[config.mk]
export PLATFORM = sky130hd
export DESIGN_NAME = lanes_sigdet
export DESIGN_NICKNAME = d
export VERILOG_FILES = /design/src/rtl/sigdet_pkg.sv /design/src/rtl/sigdet_lane_qual.sv /design/src/rtl/sigdet_squelch.sv /design/src/rtl/lanes_sigdet.sv
export SDC_FILE = /design/constraint.sdc
export NUM_CORES = 1
export LEC_CHECK = 0
export BUFFER_PORTS_ARGS = -buffer_cell sky130_fd_sc_hd__buf_2
export CAP_MARGIN = 20
export CORE_ASPECT_RATIO = 1.1
export CORE_MARGIN = 4
export CORE_UTILIZATION = 57
export CTS_BUF_LIST = sky130_fd_sc_hd__clkbuf_4 sky130_fd_sc_hd__clkbuf_8
export CTS_CLUSTER_DIAMETER = 100
export DETAILED_ROUTE_END_ITERATION = 10
export PLACE_DENSITY_LB_ADDON = 0.08
export SLEW_MARGIN = 20
export SYNTH_ARGS = -nofsm -noshare
export SYNTH_HDL_FRONTEND = slang
export SYNTH_SLANG_ARGS = --single-unit
[constraint.sdc]
create_clock -name clk -period 3.4 [get_ports clk]
set_input_delay 0.34 -clock clk [delete_from_list [all_inputs] [get_ports clk]]
set_output_delay 0.34 -clock clk [all_outputs]
set_load 0.01 [all_outputs]
[src/rtl/sigdet_pkg.sv]
package sigdet_pkg;

  typedef enum logic {
    LANE_DOWN = 1'b0,
    LANE_UP   = 1'b1
  } lane_st_e;

  localparam int unsigned DEF_LANES  = 4;
  localparam int unsigned DEF_PWR_W  = 8;
  localparam int unsigned DEF_DATA_W = 10;
  localparam int unsigned DEF_CNT_W  = 16;

endpackage

[src/rtl/sigdet_lane_qual.sv]
module sigdet_lane_qual
  import sigdet_pkg::*;
#(
  parameter int unsigned PWR_W = DEF_PWR_W,
  parameter int unsigned CNT_W = DEF_CNT_W
) (
  input  logic             clk,
  input  logic             rst,
  input  logic [PWR_W-1:0] pwr_i,
  input  logic [PWR_W-1:0] thr_on_i,
  input  logic [PWR_W-1:0] thr_off_i,
  input  logic [CNT_W-1:0] hold_i,
  output lane_st_e         state_o
);

  localparam int unsigned EXT_W = CNT_W + 1;

  lane_st_e         state_q;
  logic [CNT_W-1:0] cnt_q;
  logic [CNT_W-1:0] hold_eff;
  logic             flip_cond;
  logic [EXT_W-1:0] cnt_next;

  assign hold_eff  = (hold_i == '0) ? CNT_W'(1) : hold_i;
  assign flip_cond = (state_q == LANE_UP) ? (pwr_i < thr_off_i)
                                          : (pwr_i >= thr_on_i);
  assign cnt_next  = {1'b0, cnt_q} + EXT_W'(1);

  always_ff @(posedge clk) begin
    if (rst) begin
      state_q <= LANE_DOWN;
      cnt_q   <= '0;
    end else if (!flip_cond) begin
      cnt_q   <= '0;
    end else if (cnt_next >= {1'b0, hold_eff}) begin
      state_q <= (state_q == LANE_UP) ? LANE_DOWN : LANE_UP;
      cnt_q   <= '0;
    end else begin
      cnt_q   <= cnt_next[CNT_W-1:0];
    end
  end

  assign state_o = state_q;

  // a lane comes up only on an edge where power met the turn-on code
  p_up_needs_on_r2: assert property (@(posedge clk) disable iff (rst)
    (state_q == LANE_UP && $past(state_q) == LANE_DOWN) |-> $past(pwr_i >= thr_on_i));

  // a lane goes down only on an edge where power was below the turn-off code
  p_down_needs_off_r4: assert property (@(posedge clk) disable iff (rst)
    (state_q == LANE_DOWN && $past(state_q) == LANE_UP) |-> $past(pwr_i < thr_off_i));

  // an up lane at or above turn-off stays up
  p_up_band_keep_r3: assert property (@(posedge clk) disable iff (rst)
    (state_q == LANE_UP && pwr_i >= thr_off_i) |=> state_q == LANE_UP);

  // a down lane below turn-on stays down
  p_down_band_keep_r3: assert property (@(posedge clk) disable iff (rst)
    (state_q == LANE_DOWN && pwr_i < thr_on_i) |=> state_q == LANE_DOWN);

endmodule

[src/rtl/sigdet_squelch.sv]
module sigdet_squelch
  import sigdet_pkg::*;
#(
  parameter int unsigned LANES  = DEF_LANES,
  parameter int unsigned DATA_W = DEF_DATA_W
) (
  input  logic                    clk,
  input  logic                    rst,
  input  logic                    all_up_i,
  input  logic [LANES*DATA_W-1:0] data_i,
  output logic                    detect_o,
  output logic [LANES*DATA_W-1:0] data_o
);

  logic                    det_q;
  logic [LANES*DATA_W-1:0] data_q;

  always_ff @(posedge clk) begin
    if (rst) det_q <= 1'b0;
    else     det_q <= all_up_i;
  end

  for (genvar k = 0; k < LANES; k++) begin : g_gate
    always_ff @(posedge clk) begin
      if (rst || !all_up_i) data_q[k*DATA_W +: DATA_W] <= '0;
      else                  data_q[k*DATA_W +: DATA_W] <= data_i[k*DATA_W +: DATA_W];
    end
  end

  assign detect_o = det_q;
  assign data_o   = data_q;

  // squelched outputs carry the idle level
  p_idle_when_low_r8: assert property (@(posedge clk) disable iff (rst)
    !det_q |-> data_q == '0);

  // open outputs carry the previous cycle's input word
  p_pass_delay_r7: assert property (@(posedge clk) disable iff (rst)
    det_q |-> data_q == $past(data_i));

endmodule

[src/rtl/lanes_sigdet.sv]
module lanes_sigdet
  import sigdet_pkg::*;
#(
  parameter int unsigned LANES  = DEF_LANES,
  parameter int unsigned PWR_W  = DEF_PWR_W,
  parameter int unsigned DATA_W = DEF_DATA_W,
  parameter int unsigned CNT_W  = DEF_CNT_W
) (
  input  logic                    clk,
  input  logic                    rst,
  input  logic [PWR_W-1:0]        thr_on_i,
  input  logic [PWR_W-1:0]        thr_off_i,
  input  logic [CNT_W-1:0]        hold_i,
  input  logic [LANES*PWR_W-1:0]  pwr_i,
  input  logic [LANES*DATA_W-1:0] data_i,
  output logic                    detect_o,
  output logic [LANES*DATA_W-1:0] data_o
);

  logic [LANES-1:0] lane_up;
  logic             all_up;

  for (genvar k = 0; k < LANES; k++) begin : g_lane
    lane_st_e st;
    sigdet_lane_qual #(
      .PWR_W (PWR_W),
      .CNT_W (CNT_W)
    ) u_qual (
      .clk       (clk),
      .rst       (rst),
      .pwr_i     (pwr_i[k*PWR_W +: PWR_W]),
      .thr_on_i  (thr_on_i),
      .thr_off_i (thr_off_i),
      .hold_i    (hold_i),
      .state_o   (st)
    );
    assign lane_up[k] = (st == LANE_UP);
  end

  assign all_up = &lane_up;

  sigdet_squelch #(
    .LANES  (LANES),
    .DATA_W (DATA_W)
  ) u_sq (
    .clk      (clk),
    .rst      (rst),
    .all_up_i (all_up),
    .data_i   (data_i),
    .detect_o (detect_o),
    .data_o   (data_o)
  );

  // detect high only if every lane was up at the previous edge
  p_detect_and_r6: assert property (@(posedge clk) disable iff (rst)
    detect_o |-> $past(&lane_up));

  // a down lane forces detect low at the next edge
  p_any_down_r6: assert property (@(posedge clk) disable iff (rst)
    (lane_up != '1) |=> !detect_o);

endmodule

==> metrics.yaml, run 1 <==
global_routing:
  grt_usage_pct: 23.6
  grt_pass1_wl_um: 26300
  grt_max_degree: 42
  grt_pass1_vias: 5726
  antenna_found_initial: 0
  grt_overflow: 0
power_and_ir_drop:
  p_per_area_mw_per_mm2: 305
  irDropWorstVdd_mv: 0.344
  leakage_uw: 0.00423
  finalPower_uw: 2470
timing:
  max-slew-margin-rel_pct: 38.7
  fin_crit_ns: 3.30
  timing.fmax_ghz: 0.303
  post-route-period-util_pct: 97.0
  skew_ns: 0.0125
  hold_violations: 0
  setup_viol: 0
  worst_pin_slew_ns: 0.918
  drv_slew: 0
cts:
  cts_tree: "yes"
  ctsLongestPathBuffers: 2
  clock-sinks: 109
  cts_buffers: 9
  root_buffer: "clkbuf_8"
  htree_num_levels: 3
  clk_pin_slew_ns: 0.12
  clock_latency_ns: 0.38
cells_and_area:
  fillers: 947
  drive_above_1_share_pct: 23.1
  mostFrequentLayoutCells: "buf_2 (146), ha_1 (127), dfxtp_1 (102)"
  final_common_cell: "buf_2"
  final_cells: 1054
  diodes: 0
  syn2layout_area_growth_pct: 18.3
  num-nets-final: 1133
yosys:
  synth_nets: 974
  synth_top_family_by_area: "adder cells"
  syn-cell-area_mm2: 0.00684
  yosysUniqueCellTypes: 51
  ys_seq_elements: 109
  syn_avg_cell_area_um2: 9.25
  synth-adder-area-share_pct: 23.4
  synthMuxAreaShare_pct: 0
  synth_cells: 740
  synth-edff-count: 0
  synth.top_cells.by_area: "dfxtp_1 (32%), ha_1 (23%), xnor2_1 (4.2%)"
  ys_warn_count: 0
  ys_seq_area_share_pct: 31.9
  synth_top_area_cell: "dfxtp_1"
  synth_xor_area_share_pct: 7.17
  synth_compound_area_share_pct: 11.4
  synth_top_area_share_pct: 31.9
  synth-simple-area-share_pct: 22.9
  async_flop_share_pct: 0
  synth_flop_cell: "dfxtp_1"
floorplan:
  coreArea_mm2: 0.0116
  row_count: 41
  io_pins: 147
  die_w_um: 112
  die-area_mm2: 0.0138
  die_y_um: 123
  initial_core_util_pct: 59.0
critical_path:
  worstPathRequired_ns: 3.73
  worst_path_most_repeated_cell: "nand4_1"
  critPathBufInv: 2
  cp_top_family: "simple AND/OR/NAND/NOR gates"
  slowest_stage: "or4_4"
  path_class: "reg2reg"
  path_cells: "buf_4 > nand3_2 > nor2_2 > nand2_1 > inv_1 > nand4_1 > xnor2_2 > ha_1 > nand4_1 > o21bai_1 > a21oi_1 > o21ai_1 > or3_4 > or4_4 > and2b_1"
  critPathMaxFanout: 8
  startpoint_type: "flop"
  endpoint_kind: "flop"
  arrival_ns: 3.63
  slowest_delay_ns: 0.61
routing:
  drtPass1Iterations: 5
  routedWlPerCell_um: 16.3
  ant_nets: 0
  routed_wl_um: 17100
  vias_per_cell: 5.67
  drcViolationCount: 0
  via_count: 5975
  drt_iter0_drc: 340
run:
  maxCapViolations: 0
place:
  place.port_buffers: 146
  gp_congestion: 0.951
  place_inst: 1034
  dp_hpwl_um: 13600
outcome:
  status: "finished clean"
worst_hold_path:
  hold_path.class: "in2reg"
repair_timing:
item,CTS,global route
hold buffers,0,0
setup buffers,0,3
endpoints found under the setup margin,0,22
resized for setup,0,22
area by class of cell:
| type | instances | area [µm²] | share of cell area [%] |
|---|---|---|---|
| Sequential cell | 109 | 2190 | 27.1 |
| Timing Repair Buffer | 157 | 813 | 10.0 |
| Inverter | 47 | 176 | 2.18 |
| Tap cell | 150 | 188 | 2.32 |
| Multi-Input combinational cell | 575 | 4520 | 55.8 |
| Clock inverter | 6 | 70.1 | 0.866 |
| Clock buffer | 10 | 138 | 1.70 |
path summary, 6_finish.rpt:
kind / end / start / slack, ns / cells after the start
worst max-delay path: g_lane[3].u_qual.cnt_q[2]$_SDFF_PP0_ / g_lane[3].u_qual.cnt_q[0]$_SDFF_PP0_ / 0.10 / 15
worst min-delay path: u_sq.data_o[5]$_SDFF_PP0_ / data_i[5] / 0.14 / 2
worst max register to register: g_lane[3].u_qual.cnt_q[2]$_SDFF_PP0_ / g_lane[3].u_qual.cnt_q[0]$_SDFF_PP0_ / 0.10 / 15
worst min register to register: g_lane[1].u_qual.cnt_q[0]$_SDFF_PP0_ / g_lane[1].u_qual.cnt_q[0]$_SDFF_PP0_ / 0.48 / 1
registers in the layout, indices dropped and copies added (netlist names):
signal and flops:
u_sq.detect_o 1, u_sq.data_o 40, g_lane.u_qual.state_o 4, g_lane.u_qual.cnt_q 64
routing by layer:
metal,up-vias,GRT usage (%),wire length [µm]
li1,2954,-,-
met1,2803,27.9,7060
met2,178,42.7,8710
met3,40,4.26,881
met4,0,9.02,479
met5,-,0,0
cell usage after synthesis (all sizes together), types with 5 or more instances:
cell type    n
nor3         8
nor2        40
and3        26
xnor2       33
a21oi       33
ha         128
clkbuf       7
inv         47
a211oi      12
xor2        23
nand2       21
nand3       35
o21ai       16
and2        42
nor4         6
nor2b       40
nand4       31
nand2b       9
dfxtp      109
and2b        5
a21o        31
cell families (layout without fill, tap and decap cells):
logic type      Yosys count  count (layout)
xor+xnor                 56              56
buf+inv                  57             220
flops                   109             109
fa+ha+maj               128             128
compound gates          118             118
simple gates            272             273
where the power goes:
group	internal [µW]	switching, µW
logic	165	205
registers	1280	6.84
clock network	316	491
metrics by stage:
stage	worst slack [ns]	utilization (%)	hold slack [ns]	instance area (µm²)	TNS [ns]
2_1_floorplan	0.343	-	0.433	6840	0
3_3_place_gp	0.156	67.1	0.448	7770	0
3_5_place_dp	0.0717	67.1	0.456	7770	0
4_1_cts	0.0253	68.8	0.121	7980	0
5_1_grt	-0.00904	69.8	0.123	8100	-0.0176
6_report	0.103	69.8	0.141	8100	0
No activity file was read; power rests on OpenSTA's default activity.
==> run 2, diff against run 1 <==
--- a/config.mk
+++ b/config.mk
@@ -14,6 +14,7 @@
 export CTS_CLUSTER_DIAMETER = 100
 export DETAILED_ROUTE_END_ITERATION = 10
 export PLACE_DENSITY_LB_ADDON = 0.08
+export RECOVER_POWER = 100
 export SLEW_MARGIN = 20
 export SYNTH_ARGS = -nofsm -noshare
 export SYNTH_HDL_FRONTEND = slang
==> run 2 against run 1 <==
Routed wire length down 0.56%. Count of clock-buffer cells in the layout unchanged. Via count down 1.1%. Final area down 0.71%. Final cell count unchanged. Combinational power about the same. Total power down 0.10%. Register-to-register slack better by 0.05 ns. Maximum frequency up 1.4%. Hold slack better by 0.00064 ns.
==> metrics.yaml, run 2 (synthesis gave the netlist of run 1 again) <==
outcome:
  status: "finished clean"
routing:
  via_count: 5911  # -1.1%
  drcViolationCount: 0  # unchanged
  drtPass1Iterations: 5  # unchanged
  drt_iter0_drc: 364  # +7.1%
  ant_nets: 0  # unchanged
  routedWlPerCell_um: 16.2  # -0.56%
  vias_per_cell: 5.61  # -1.1%
  routed_wl_um: 17000  # -0.56%
timing:
  hold_violations: 0  # unchanged
  fin_crit_ns: 3.25  # -0.0461 ns
  timing.fmax_ghz: 0.308  # +1.4%
  worst_pin_slew_ns: 1.17  # +0.250 ns
  max-slew-margin-rel_pct: 22.1  # -17 points
  setup_viol: 0  # unchanged
  drv_slew: 0  # unchanged
  skew_ns: 0.0126  # +0.000131 ns
  hold_slack_ns: 0.141  # +0.000639 ns
  post-route-period-util_pct: 95.6  # -1.4 points
power_and_ir_drop:
  p_per_area_mw_per_mm2: 307  # +0.61%
  leakage_uw: 0.00402  # -4.9%
  finalPower_uw: 2460  # -0.10%
  irDropWorstVdd_mv: 0.343  # about the same
critical_path:
  startpoint_type: "flop"
  arrival_ns: 3.58  # -0.05 ns
  critPathMaxFanout: 8  # unchanged
  cp_top_family: "simple AND/OR/NAND/NOR gates"
  path_class: "reg2reg"
  worstPathRequired_ns: 3.73  # about the same
  slowest_stage: "or4_4"
  endpoint_kind: "flop"
  path_cells: "buf_4 > nand3_2 > nor2_2 > nand2_1 > inv_1 > nand4_1 > xnor2_2 > ha_1 > nand4_1 > o21bai_1 > a21oi_1 > o21ai_1 > or3_4 > or4_4 > and2b_1"
  worst_path_most_repeated_cell: "nand4_1"
  critPathBufInv: 2  # unchanged
  slowest_delay_ns: 0.61  # about the same
cells_and_area:
  largest_register: "g_lane.u_qual.cnt_q"
  syn2layout_area_growth_pct: 17.5
  fillers: 975  # +3.0%
  diodes: 0  # unchanged
  final_common_cell: "ha_1"
  num-nets-final: 1133  # unchanged
  largest_register_ffs: 64  # unchanged
  mostFrequentLayoutCells: "ha_1 (127), buf_2 (105), dfxtp_1 (102)"
  drive_above_1_share_pct: 18.5  # -4.6 points
global_routing:
  grt_max_degree: 42  # unchanged
  grt_usage_pct: 23.6  # unchanged
  grt_pass1_wl_um: 26300  # unchanged
  grt_overflow: 0  # unchanged
  grt_pass1_vias: 5726  # unchanged
  antenna_found_initial: 0  # unchanged
cts:
  ctsLongestPathBuffers: 2  # unchanged
  clock-sinks: 109  # unchanged
  cts_buffers: 9  # unchanged
  htree_num_levels: 3  # unchanged
  clock_latency_ns: 0.38  # about the same
  clk_pin_slew_ns: 0.12  # about the same
  postCtsHoldBufs: 0  # unchanged
  root_buffer: "clkbuf_8"
  cts_tree: "yes"
floorplan:
  initial_core_util_pct: 59.0  # unchanged
  row_count: 41  # unchanged
  coreArea_mm2: 0.0116  # unchanged
  die_w_um: 112  # unchanged
  io_pins: 147  # unchanged
  die-area_mm2: 0.0138  # unchanged
  die_y_um: 123  # unchanged
worst_hold_path:
  hold_path.class: "in2reg"
place:
  dp_hpwl_um: 13600  # unchanged
  gp_congestion: 0.951  # unchanged
  place.port_buffers: 146  # unchanged
run:
  maxCapViolations: 0  # unchanged
[run 2: cell types whose count changed in the layout (fill, tap and decap cells not counted), sizes merged]
cell	change
clkbuf	+43
buf	-43
[run 2: stage by stage]
| step | instance area [µm²] | util (%) | TNS (ns) | setup slack [ns] | instances |
|---|---|---|---|---|---|
| after floorplan | 6840 | - | 0 | 0.343 | 740 |
| after global placement | 7770 | 67.1 | 0 | 0.156 | 1034 |
| after detailed placement | 7770 | 67.1 | 0 | 0.0717 | 1034 |
| after CTS | 7980 | 68.8 | 0 | 0.0253 | 1050 |
| after global routing | 8040 | 69.3 | -0.0176 | -0.00904 | 1054 |
| final | 8040 | 69.3 | 0 | 0.149 | 1054 |
[run 2: final cells by class]
cell class              instances  area [µm²]  share of cell area, %
multi-input cells             575        4520                   56.2
flip-flops and latches        109        2190                   27.3
repair buffers                157         756                   9.40
well taps                     150         188                   2.33
inverters                      47         176                   2.19
clock buffers                  10         138                   1.71
clock inverters                 6        70.1                  0.872
[run 2: per-layer routing]
metal  global-route usage [%]  vias up  wire length [µm]
met5                        0        -                 0
met4                     9.02        0               461
met3                     4.26       38               891
met2                     42.7      172              8700
met1                     27.9     2750              6980
li1                         -     2951                 -
[run 2: final timing paths]
check                                                          start  slack [ns]  depth (start not counted)                                    to
worst max-delay path            g_lane[3].u_qual.cnt_q[0]$_SDFF_PP0_        0.15                         15  g_lane[3].u_qual.cnt_q[2]$_SDFF_PP0_
worst min-delay path                                       data_i[5]        0.14                          2             u_sq.data_o[5]$_SDFF_PP0_
worst max register to register  g_lane[3].u_qual.cnt_q[0]$_SDFF_PP0_        0.15                         15  g_lane[3].u_qual.cnt_q[2]$_SDFF_PP0_
worst min register to register  g_lane[1].u_qual.cnt_q[0]$_SDFF_PP0_        0.48                          1  g_lane[1].u_qual.cnt_q[0]$_SDFF_PP0_
[run 2: where the power goes]
| group | total (µW) | internal (µW) | switching, µW | leakage, µW |
|---|---|---|---|---|
| clock network | 806 | 316 | 489 | 0.000108 |
| logic | 370 | 165 | 205 | 0.00303 |
| registers | 1290 | 1280 | 6.88 | 0.000882 |
[run 2: what timing repair did]
item                                   CTS  global route
gates resized for setup                  0            22
setup endpoints to repair                0            22
endpoints found under the hold margin    0             0
buffers inserted                         0             3
==> run 3, diff against run 2 <==
--- a/config.mk
+++ b/config.mk
@@ -5,11 +5,12 @@
 export SDC_FILE = /design/constraint.sdc
 export NUM_CORES = 1
 export LEC_CHECK = 0
+export ABC_AREA = 1
 export BUFFER_PORTS_ARGS = -buffer_cell sky130_fd_sc_hd__buf_2
 export CAP_MARGIN = 20
 export CORE_ASPECT_RATIO = 1.1
 export CORE_MARGIN = 4
-export CORE_UTILIZATION = 57
+export CORE_UTILIZATION = 58
 export CTS_BUF_LIST = sky130_fd_sc_hd__clkbuf_4 sky130_fd_sc_hd__clkbuf_8
 export CTS_CLUSTER_DIAMETER = 100
 export DETAILED_ROUTE_END_ITERATION = 10
==> run 3 against run 2 <==
The run now ends with capacitance limit, slew limit left. Die area up 12%. Final cell count rose by 33%. First-iteration DRC count shrank 22%. Flip-flop and latch count did not move. Largest cell class unchanged. Highest routed layer unchanged.
==> metrics.yaml, run 3 <==
timing:
  post-route-period-util_pct: 89.4  # -6.2 points
  worst_pin_slew_ns: 1.71  # +0.545 ns
  drv_slew: 41  # +41
  rsz0062_at_grt: "false"
  skew_ns: 0.0218  # +0.00921 ns
  setup_tns_ns: 0  # unchanged
  hold_slack_ns: 0.139  # -0.00271 ns
  fin_ws_ns: 0.359  # +0.210 ns
  setup_viol: 0  # unchanged
  fin_crit_ns: 3.04  # -0.210 ns
  hold_violations: 0  # unchanged
  timing.fmax_ghz: 0.329  # +6.9%
  max-slew-margin-rel_pct: -14.2  # -36 points
cells_and_area:
  mostFrequentLayoutCells: "inv_1 (226), nand2_1 (209), nor2_1 (162)"
  num-nets-final: 1473  # +30%
  diodes: 0  # unchanged
  drive_above_1_share_pct: 14.3  # -4.2 points
  final_common_cell: "inv_1"
  largest_register_ffs: 64  # unchanged
  syn2layout_area_growth_pct: 13.1
  largest_register: "g_lane.u_qual.cnt_q"
yosys:
  ys_warn_count: 0  # unchanged
  synth_flop_cell: "dfxtp_1"
  synth_top_area_share_pct: 27.9  # -4.0 points
  post-synth-top-count-cell: "inv_1"
  ys_seq_area_share_pct: 27.9  # -4.0 points
  syn-cell-area_mm2: 0.00783  # +14%
  ys_seq_elements: 109  # unchanged
  async_flop_share_pct: 0  # unchanged
  synth_nets: 1323  # +36%
  synth.top_cells.by_area: "dfxtp_1 (28%), ha_1 (20%), inv_1 (11%)"
  synth_top_area_cell: "dfxtp_1"
  synth_common_cells: "inv_1 (225), nand2_1 (208), nor2_1 (157)"
  yosysUniqueCellTypes: 37  # -27%
  synth_cells: 1089  # +47%
  synth-edff-count: 0  # unchanged
  syn_avg_cell_area_um2: 7.19  # -22%
power_and_ir_drop:
  p_per_area_mw_per_mm2: 283  # -7.8%
  leakage_uw: 0.00481  # +20%
  irDropWorstVdd_mv: 0.372  # +8.2%
critical_path:
  arrival_ns: 3.36  # -0.22 ns
  worst_path_most_repeated_cell: "nor2_1"
  worstPathRequired_ns: 3.72  # about the same
  startpoint: "g_lane[3].u_qual.cnt_q[0]$_SDFF_PP0_"
  slowest_delay_ns: 0.41  # -0.20 ns
  reg2reg_from: "g_lane[3].u_qual.cnt_q[0]$_SDFF_PP0_"
  endpoint_kind: "flop"
  reg2reg_depth: 17  # +2
  startpoint_type: "flop"
  path_cells: "ha_1 > nand2_1 > inv_1 > nand2_4 > nor3_1 > nand2_1 > xnor2_1 > ha_1 > nand3_1 > nor2_1 > nand2_1 > nor2_1 > nor2_1 > nand2_2 > nor2_4 > nand4_4 > nor2_1"
  slowest_stage: "nand4_4"
  critPathMaxFanout: 15  # +7
  path_class: "reg2reg"
  timing.rr.end: "g_lane[3].u_qual.cnt_q[0]$_SDFF_PP0_"
  crit_path_end: "g_lane[3].u_qual.cnt_q[0]$_SDFF_PP0_"
  r2r_setup_slack_ns: 0.36  # +0.21 ns
routing:
  routedWlPerCell_um: 12.3  # -24%
  drtPass1Iterations: 5  # unchanged
  drt_iter0_drc: 284  # -22%
  ant_nets: 0  # unchanged
  drcViolationCount: 0  # unchanged
  via_count: 6930  # +17%
  routed_wl_um: 17300  # +1.3%
  vias_per_cell: 4.93  # -12%
place:
  pre_cts_slack_ns: 0.327  # +0.256 ns
  dp_hpwl_um: 14300  # +4.8%
  gp_congestion: 0.870  # -8.5%
  place.port_buffers: 146  # unchanged
worst_hold_path:
  hold_path.class: "in2reg"
cts:
  cts_buffers: 9  # unchanged
  cts_tree: "yes"
  clock_latency_ns: 0.39  # about the same
  clock-sinks: 109  # unchanged
  post_cts_buffers: 0  # unchanged
  root_buffer: "clkbuf_8"
  htree_num_levels: 3  # unchanged
  clk_pin_slew_ns: 0.12  # about the same
  ctsLongestPathBuffers: 2  # unchanged
global_routing:
  grt_pass1_wl_um: 29400  # +12%
  grt_max_degree: 41  # -2.4%
  grt_usage_pct: 23.5  # -0.14 points
  grt_pass1_vias: 6736  # +18%
  antenna_found_initial: 0  # unchanged
  grt_overflow: 0  # unchanged
floorplan:
  die_w_um: 119  # +5.6%
  die_y_um: 130  # +5.7%
  coreArea_mm2: 0.0132  # +14%
  initial_core_util_pct: 59.3  # +0.26 points
  io_pins: 147  # unchanged
  row_count: 44  # +7.3%
  die-area_mm2: 0.0154  # +12%
outcome:
  violations: "capacitance limit, slew limit"
  status: "finished with violations"
run:
  maxCapViolations: 1  # +1
run 3: how the worst min path moves through the flow:
stage                                          from                              endpoint  slack, ns  depth (start not counted)
6_report                                  data_i[0]             u_sq.data_o[0]$_SDFF_PP0_       0.14                          3
5_1_grt                                  data_i[35]            u_sq.data_o[35]$_SDFF_PP0_       0.12                          3
4_1_cts                                   data_i[3]             u_sq.data_o[3]$_SDFF_PP0_       0.12                          3
3_5_place_dp   g_lane[2].u_qual.cnt_q[0]$_SDFF_PP0_  g_lane[2].u_qual.cnt_q[0]$_SDFF_PP0_       0.46                          1
3_3_place_gp   g_lane[2].u_qual.cnt_q[0]$_SDFF_PP0_  g_lane[2].u_qual.cnt_q[0]$_SDFF_PP0_       0.44                          1
2_1_floorplan  g_lane[2].u_qual.cnt_q[0]$_SDFF_PP0_  g_lane[2].u_qual.cnt_q[0]$_SDFF_PP0_       0.43                          1
run 3: worst max-delay path, delay by kind of cell (launching register included):
| kind | cells | cell delay, ns |
|---|---|---|
| XOR/XNOR | 1 | 0.22 |
| buffers and inverters | 1 | 0.11 |
| flip-flops | 1 | 0.39 |
| adder cells (fa/ha/maj) | 2 | 0.47 |
| AND/OR/NAND/NOR | 13 | 1.77 |
run 3: kinds of logic after synthesis:
kind of cell    after synthesis  synth area share, %
simple gates                499                 29.6
buf+inv                     238                 11.8
fa+ha+maj                   128                 20.4
xor+xnor                     45                 5.13
compound gates               70                 5.13
flops                       109                 27.9
run 3: stage by stage:
| step | instances | area [µm²] | utilization [%] | power, µW |
|---|---|---|---|---|
| 2_1_floorplan | 1089 | 7830 | - | 1580 |
| 3_3_place_gp | 1389 | 8710 | 65.9 | 1710 |
| 3_5_place_dp | 1389 | 8710 | 65.9 | 1720 |
| 4_1_cts | 1405 | 8920 | 67.5 | 2530 |
| 5_1_grt | 1405 | 8860 | 67.0 | 2660 |
| 6_report | 1405 | 8860 | 67.0 | 2500 |
run 3: cell type report:
cell class	count	area, µm²
clock buffers	9	124
clock inverters	7	86.3
fillers	1231	4350
inverters	230	863
multi-input cells	742	4720
flip-flops and latches	109	2180
well taps	161	201
repair buffers	147	683
run 3: routing by layer:
layer | global-route usage [%] | vias to the layer above | share of wire [%]
met4 | 7.91 | 0 | 2.5
met3 | 4.46 | 31 | 6.4
met1 | 28.1 | 3026 | 43
met2 | 42.6 | 199 | 48
met5 | 0 | - | 0
li1 | - | 3674 | -
run 3: repair_timing:
item	4_1_cts	5_1_grt
endpoints found under the setup margin	0	2
hold buffers	0	0
resized for setup	0	1
run 3: power breakdown:
| group | internal, µW | switching, µW | total [µW] |
|---|---|---|---|
| clock network | 301 | 510 | 811 |
| logic | 162 | 242 | 403 |
| registers | 1280 | 6.81 | 1290 |
| total | 1750 | 759 | 2500 |
